--- config.mk ---
export PLATFORM = sky130hd
export DESIGN_NAME = resp_queue_port
export DESIGN_NICKNAME = d
export VERILOG_FILES = /design/src/rtl/resp_pkg.sv /design/src/rtl/resp_store.sv /design/src/rtl/resp_readout.sv /design/src/rtl/resp_queue_port.sv
export SDC_FILE = /design/constraint.sdc
export NUM_CORES = 1
export LEC_CHECK = 0
export ABC_CLOCK_PERIOD_IN_PS = 15990
export BUFFER_PORTS_ARGS = -buffer_cell sky130_fd_sc_hd__buf_2
export CAP_MARGIN = 20
export CORE_UTILIZATION = 31
export CTS_CLUSTER_DIAMETER = 40
export DETAILED_ROUTE_END_ITERATION = 6
export SLEW_MARGIN = 20
export SYNTH_ARGS = -nofsm -noshare
export SYNTH_HDL_FRONTEND = slang
export SYNTH_HIERARCHICAL = 1
export SYNTH_SLANG_ARGS = --single-unit
--- constraint.sdc ---
create_clock -name clk -period 15.99 [get_ports clk]
set_clock_uncertainty 0.2 [all_clocks]
set_input_delay 1.599 -clock clk [delete_from_list [all_inputs] [get_ports clk]]
set_output_delay 1.599 -clock clk [all_outputs]
set_load 0.01 [all_outputs]
--- src/rtl/resp_pkg.sv ---
// Package: shared record type and lane helpers for the completion queue.
// Assumes a 32-bit read port split into four byte lanes.
package resp_pkg;

    localparam int unsigned WORD_W = 32;
    localparam int unsigned LANES  = WORD_W / 8;

    typedef struct packed {
        logic [WORD_W-1:0] bytes;
        logic [7:0]        err;
        logic              early;
    } resp_rec_t;

    // Expand byte enables into a bit mask over the data word.
    function automatic logic [WORD_W-1:0] lane_mask(input logic [LANES-1:0] be);
        logic [WORD_W-1:0] m;
        for (int i = 0; i < int'(LANES); i++) begin
            m[i*8 +: 8] = {8{be[i]}};
        end
        return m;
    endfunction

endpackage

--- src/rtl/resp_store.sv ---
// Module: circular record store with occupancy tracking.
// Keeps a push while not full and a pop while not empty, so both can happen
// in the same cycle. Tracks the occupancy and raises a sticky flag when a push
// is discarded. Assumes DEPTH >= 2. The full test uses the occupancy before
// any pop in the same cycle.
module resp_store
    import resp_pkg::*;
#(
    parameter int unsigned DEPTH = 8,
    localparam int unsigned PTR_W = $clog2(DEPTH),
    localparam int unsigned CNT_W = $clog2(DEPTH + 1)
) (
    input  logic             clk,
    input  logic             rst_n,
    input  logic             push,
    input  resp_rec_t        push_rec,
    input  logic             pop,
    output resp_rec_t        head,
    output logic [CNT_W-1:0] count,
    output logic             empty,
    output logic             full,
    output logic             overflow
);

    resp_rec_t        mem [DEPTH];
    logic [PTR_W-1:0] wr_ptr;
    logic [PTR_W-1:0] rd_ptr;
    logic             push_ok;
    logic             pop_ok;

    assign empty   = (count == '0);
    assign full    = (count == CNT_W'(DEPTH));
    assign push_ok = push && !full;
    assign pop_ok  = pop && !empty;
    assign head    = mem[rd_ptr];

    // Write the incoming record into the slot at the write pointer.
    always_ff @(posedge clk) begin
        if (push_ok) begin
            mem[wr_ptr] <= push_rec;
        end
    end

    // Advance the pointers with wrap at DEPTH-1 and update the occupancy.
    always_ff @(posedge clk) begin
        if (!rst_n) begin
            wr_ptr <= '0;
            rd_ptr <= '0;
            count  <= '0;
        end else begin
            if (push_ok) begin
                wr_ptr <= (wr_ptr == PTR_W'(DEPTH - 1)) ? '0 : wr_ptr + 1'b1;
            end
            if (pop_ok) begin
                rd_ptr <= (rd_ptr == PTR_W'(DEPTH - 1)) ? '0 : rd_ptr + 1'b1;
            end
            case ({push_ok, pop_ok})
                2'b10:   count <= count + 1'b1;
                2'b01:   count <= count - 1'b1;
                default: count <= count;
            endcase
        end
    end

    // Latch a discarded push into the sticky overflow flag.
    always_ff @(posedge clk) begin
        if (!rst_n) begin
            overflow <= 1'b0;
        end else if (push && full) begin
            overflow <= 1'b1;
        end
    end

endmodule

--- src/rtl/resp_readout.sv ---
// Module: slave read decode for the oldest record.
// Selects the count word or the status word, blanks the lanes that are not
// enabled, and registers the result with a one-cycle valid strobe. Requests a
// pop only for a status-word read that enables the top lane while the queue
// holds a record. Assumes reads are never stalled.
module resp_readout
    import resp_pkg::*;
(
    input  logic              clk,
    input  logic              rst_n,
    input  logic              rd_en,
    input  logic              rd_word,
    input  logic [LANES-1:0]  rd_byteen,
    input  resp_rec_t         head,
    input  logic              empty,
    output logic              pop,
    output logic [WORD_W-1:0] rd_data,
    output logic              rd_valid
);

    logic [WORD_W-1:0] status_word;
    logic [WORD_W-1:0] sel_word;

    // Build the status word: error code low, early flag above it, rest zero.
    always_comb begin
        status_word       = '0;
        status_word[7:0]  = head.err;
        status_word[8]    = head.early;
    end

    // Choose the addressed word, or zero when nothing is queued.
    always_comb begin
        if (empty) begin
            sel_word = '0;
        end else if (rd_word) begin
            sel_word = status_word;
        end else begin
            sel_word = head.bytes;
        end
    end

    assign pop = rd_en && rd_word && rd_byteen[LANES-1] && !empty;

    // Register the masked read data and the valid strobe.
    always_ff @(posedge clk) begin
        if (!rst_n) begin
            rd_data  <= '0;
            rd_valid <= 1'b0;
        end else begin
            rd_valid <= rd_en;
            if (rd_en) begin
                rd_data <= sel_word & lane_mask(rd_byteen);
            end
        end
    end

endmodule

--- src/rtl/resp_queue_port.sv ---
// Module: completion record queue with a memory-mapped readout port (top).
// Joins the record store to the read decode. A read of the status word that
// enables the top byte lane retires the oldest record. Assumes a single
// clock, a synchronous active-low reset and DEPTH >= 2.
module resp_queue_port
    import resp_pkg::*;
#(
    parameter int unsigned DEPTH = 8,
    localparam int unsigned CNT_W = $clog2(DEPTH + 1)
) (
    input  logic             clk,
    input  logic             rst_n,
    input  logic             push_valid,
    input  logic [31:0]      push_bytes,
    input  logic [7:0]       push_err,
    input  logic             push_early,
    input  logic             rd_en,
    input  logic             rd_word,
    input  logic [3:0]       rd_byteen,
    output logic [31:0]      rd_data,
    output logic             rd_valid,
    output logic             empty,
    output logic [CNT_W-1:0] count,
    output logic             overflow
);

    resp_rec_t in_rec;
    resp_rec_t head_rec;
    logic      pop_req;
    logic      is_full;

    // Pack the incoming fields into one record.
    always_comb begin
        in_rec.bytes = push_bytes;
        in_rec.err   = push_err;
        in_rec.early = push_early;
    end

    resp_store #(.DEPTH(DEPTH)) u_store (
        .clk      (clk),
        .rst_n    (rst_n),
        .push     (push_valid),
        .push_rec (in_rec),
        .pop      (pop_req),
        .head     (head_rec),
        .count    (count),
        .empty    (empty),
        .full     (is_full),
        .overflow (overflow)
    );

    resp_readout u_readout (
        .clk       (clk),
        .rst_n     (rst_n),
        .rd_en     (rd_en),
        .rd_word   (rd_word),
        .rd_byteen (rd_byteen),
        .head      (head_rec),
        .empty     (empty),
        .pop       (pop_req),
        .rd_data   (rd_data),
        .rd_valid  (rd_valid)
    );

endmodule

; Yosys cells after proc, flatten, opt, wreduce, memory -nomap -nowiden
; Memories as Yosys holds them, arrays and structs flattened. A register that Yosys moved wholly into a read port is not among the register bits.
; Cells that the tools add are included.
[word_totals]
regBits = 44
ramBits = 328
in_bits = 50
memories = 1
[op_classes]
addsub = 4
n_eq_ne = 5
mux = 9
n_bitwise = 1
n_reduce_logical = 10
[memory_table]
columns = memory, words, word_bits, rd, rd_clocked_by_memory_dff, write_ports, line_no
row1 = u_store.mem, 8, 41, 1, 1, 1, resp_store.sv:25  ; resp_rec_t mem [DEPTH];
[op_table]
columns = operator, n
row1 = $mux W32, 2
row2 = $and A32 B32 Y32, 1
row3 = $mux W3, 4
row4 = $pmux W4 S2, 1
row5 = $add A3 B1 Y3 const B, 2
row6 = $eq A3 B3 Y1 const B, 2
row7 = $logic_and A1 B1 Y1, 6
row8 = $add A4 B1 Y4 const B, 1
row9 = $eq A4 B4 Y1 const B, 1
row10 = $logic_not A4 Y1, 1
row11 = $sub A4 B1 Y4 const B, 1
row12 = $eq A2 B1 Y1 const B, 1
row13 = $eq A2 B2 Y1 const B, 1
row14 = $logic_not A1 Y1, 2
row15 = $mux W1, 2
row16 = $reduce_bool A2 Y1, 1

; Longest topological paths before layout
[logic_depth]
word_depth = 6
depth_mapped = 14
mapped_depth_nobuf = 12

; By module
; The synthesis kept the hierarchy.
[modules_own_cells]
columns = mod, instances, cells_per_inst, area_each_um2
row1 = resp_store, 1, 555, 13060.0
row2 = resp_readout, 1, 93, 1193.6

; Worst setup path after synthesis
; Ideal clock, no wire load.
[synth_path]
path_type = input to register
startpoint = input push_valid
endpoint = memory u_store/mem[0][0] (netlist bit) (enable)
setup_ps = 541
arrival_time_ps = 5717
t_required_ps = 15249
slack_ps = 9532
stages = 3
path_buffers = 1
path_cell_list = nand2b_1 > buf_4 > nor4_1
[synth_between]
elab_chain_cells = 3
[synth_rtl]
columns = element, line_no
row1 = "start, declared", resp_queue_port.sv:13  ; input logic push_valid,
row2 = $logic_and A1 B1 Y1, resp_store.sv:33  ; assign push_ok = push && !full;
row3 = $mux W1, resp_store.sv:39  ; if (push_ok) begin
row4 = $mux W1 (implied by the code), resp_store.sv:40  ; mem[wr_ptr] <= push_rec;
row5 = "end, declared", resp_store.sv:25
; No other way between the ends.

; Final worst setup path
[layout_path]
startpoint = register u_store.count[0]
endpoint = output empty
[layout_between]
elab_chain_cells = 1
[layout_rtl]
columns = element, line_no
row1 = "start, declared", resp_store.sv:19  ; output logic [CNT_W-1:0] count,
row2 = "start signal, assigned", resp_store.sv:58  ; 2'b10: count <= count + 1'b1;
row3 = "start signal, assigned", resp_store.sv:59  ; 2'b01: count <= count - 1'b1;
row4 = "start signal, assigned", resp_store.sv:60  ; default: count <= count;
row5 = $logic_not A4 Y1, resp_store.sv:31  ; assign empty = (count == '0);
row6 = "end, declared", resp_queue_port.sv:22  ; output logic empty,
; No other way between the ends.

==> key figures <==
Clock network
  • Clock Pin Slew Worst Setup and Hold Paths: 0.06 ns
  • Worst-Skew Late Latency: 0.55 ns
  • CTS resizes: 0
  • H-tree lvl count: 2
  • TritonCTS clock tree: done
  • Post-cts hold buffer count: 0
  • CTS max path bufs: 3
  • Clk sink count: around 380
  • Total CTS buffers: 44
  • Clock root buffer: clkbuf_16
  • Setup Buffers After CTS: 0

Run
  • Max-cap viol count: 0

Placed design
  • Worst Setup Slack post-DPL: 11.78 ns
  • GP Congestion: around 0.7
  • I/O Buffers: 88
  • Post-DP HPWL: 16.8 mm

Logic synthesis
  • Top-area cell type share of the netlist area: between 60 and 70%
  • Sequential area share after synthesis: 75.7%
  • Syn Nets: 705
  • Area leader, netlist: edfxtp_1
  • Cell area after synthesis: 14,300 µm²
  • Synth area leaders: edfxtp_1, mux4_2, dfxtp_1, mux2_2, a32o_1
  • Mapped Avg Cell Area: 22.0 µm²
  • Cells after Synth: 648
  • Warnings from Yosys: 6
  • Post-synth cell types: 41
  • Number of synthesized register bits: 375

GRT
  • GRT Overall Usage: 13.0%
  • Initial antenna violation count: 5
  • Largest net degree at the start of global routing: 67
  • Grt ovf: 0
  • First-pass GRT wire length: 44.8 mm
  • Vias in the first global route: roughly 7,000

Timing
  • Least-Margin Pin Slew: 1.03 ns
  • Setup ws final: 12.29 ns
  • Setup_tns: 0 ns
  • Pins Over Slew Limit: 0
  • Setup violators final: 0
  • Final Cycle Share: 23.2%
  • Tmin final: 3.70 ns
  • Final hold violation count: 0
  • Maximum clock frequency: 270 MHz
  • Worst rel slew slack: 31.5%
  • RSZ-0062 raised after global routing: no

Finish
  • Area growth syn-to-layout: 18.1%
  • Fill cell count: roughly 4,200
  • Share of layout cells above drive strength 1: 39.2%
  • Most frequent cells in the layout: edfxtp_1, buf_2, mux4_2
  • Nets: 817
  • Commonest non-fill, non-tap cell in the layout: edfxtp_1

Die
  • Die height: roughly 220 µm
  • Core area: about 45,000 µm²
  • DIE WIDTH: 216 µm
  • Starting Density: 31.4%
  • Die area: 46,800 µm²
  • Io pins: 89
  • # rows: 78

Route
  • Initial DRT Pass Iterations: 5
  • Drt wl/cell: 21.6 µm
  • Wirelength, routed: 30.2 mm
  • # DRC: 0
  • Detailed-route via count: 6,673
  • Via density: 4.77
  • Post-DRT Antenna Nets: 0
  • DRT iter0 DRCs: 495

Power
  • Pwr/cell area: approximately 130 nW/µm²
  • P_sw: roughly 0.00047 W
  • Sw Ratio: between 20% and 30%
  • Internal power: 0.00169 W
  • Combinational power share: 3.8%
  • Clock Power Share: 45.5%
  • Leakage: 5.43 nW
  • Worst VDD drop: roughly 0.058 mV
  • Sequential group share of total power: 50.7%

Worst setup path
  • Arr. time, crit path: 1.90 ns
  • Critical path class: flip-flop to primary output
  • CP startpoint kind: flip-flop
  • Crit-path max FO: 8
  • Req. time, crit path: 14.19 ns
  • Reg2reg start: u_store/count[0]
  • Worst Setup End Kind: primary output
  • Reg2Reg Depth: 12
  • CP Launch Point: u_store/count[0]

Min path
  • Min-delay src: u_readout/rd_data[28]
  • Min-Delay Path Depth: 1
  • Worst min path class: flip-flop to flip-flop

Status
  • Status: complete, no violations
[synth_stat cells]
master     count
edfxtp_1     328
mux4_2        82
dfxtp_1       47
mux2_2        42
a32o_1        24
clkbuf_1      11
mux2i_1       11
buf_6         10
nor2b_1        9
o2bb2ai_1      8
buf_1          7
ha_1           7
nand2_1        7
buf_2          5
nor3_1         5
a21oi_1        4
nand2b_1       4
buf_4          3
nor2_1         3
o21ai_0        3
a21boi_0       2
a21boi_1       2
and2_1         2
inv_1          2
nor4_1         2
or3_1          2
xor2_1         2
and3_1         1
and3b_4        1
and4b_1        1
nand3b_1       1
nand4b_1       1
nor2b_2        1
nor3b_1        1
nor4b_1        1
nor4b_2        1
nor4bb_1       1
o31ai_1        1
o41ai_2        1
or3b_1         1
xnor2_1        1
[worst paths after layout]
check,slack [ns],to
setup / recovery,12.29,empty
hold / removal,0.26,u_readout/rd_data[28]
setup reg to reg,12.38,u_store/count[2]
hold reg to reg,0.26,u_readout/rd_data[28]
[final cells by class]
type / instances / area (µm²) / area share [%]
Inverter: 2 / 7.51 / 0.0446
Clock buffer: 54 / 1170 / 6.95
Tap cell: 600 / 751 / 4.46
Multi-Input combinational cell: 235 / 3280 / 19.5
Antenna cell: 2 / 5.00 / 0.0297
Clock inverter: 28 / 275 / 1.64
Sequential cell: 375 / 10800 / 64.2
Timing Repair Buffer: 102 / 546 / 3.24
[cell families after synthesis]
kind of cell,count (synthesis),share of synthesized area [%]
fa+ha+maj,7,0.614
mux,135,17.0
simple gates,45,2.00
compound gates,45,2.80
flops,375,75.7
buf+inv,38,1.65
xor+xnor,3,0.184
[metal layers]
layer,track usage (%),vias up,wire [µm]
met3,3.80,70,2700
met2,19.9,211,14000
met4,3.71,10,617
li1,-,2968,-
met1,17.8,3414,12800
met5,0,-,64
[through the flow]
step	area [µm²]	power (W)	std cells	utilization [%]	hold slack, ns
global route	16800	0.00223	1396	37.1	0.274
floorplan	14300	0.00116	648	-	0.267
finish	16800	0.00216	1398	37.1	0.258
CTS	16800	0.00218	1396	37.1	0.263
detailed placement	15400	0.00120	1314	33.9	0.246
global placement	15400	0.00120	1314	33.9	0.245
[power by group through the flow]
stage	sequential [W]	clock (W)	combinational (W)
detailed placement	0.00111	0	0.0000847
global placement	0.00111	0	0.0000832
floorplan	0.00111	0	0.0000473
global route	0.00109	0.00104	0.0000908
finish	0.00109	0.000981	0.0000829
CTS	0.00109	0.00100	0.0000852
[registers in the layout, indices dropped and copies added (netlist names), named ones only]
name	cells
u_readout/rd_data	32
u_store/wr_ptr	3
u_store/mem	328
u_store/count	4
u_store/rd_ptr	3
u_store/overflow	1
u_readout/rd_valid	1
[critical path, stage by stage, from the launching register on]
cell,delay [ns]
dfxtp_1,0.40
nor4_1,0.71
buf_2,0.26
Note: power is estimated with default switching activity, not from simulation.
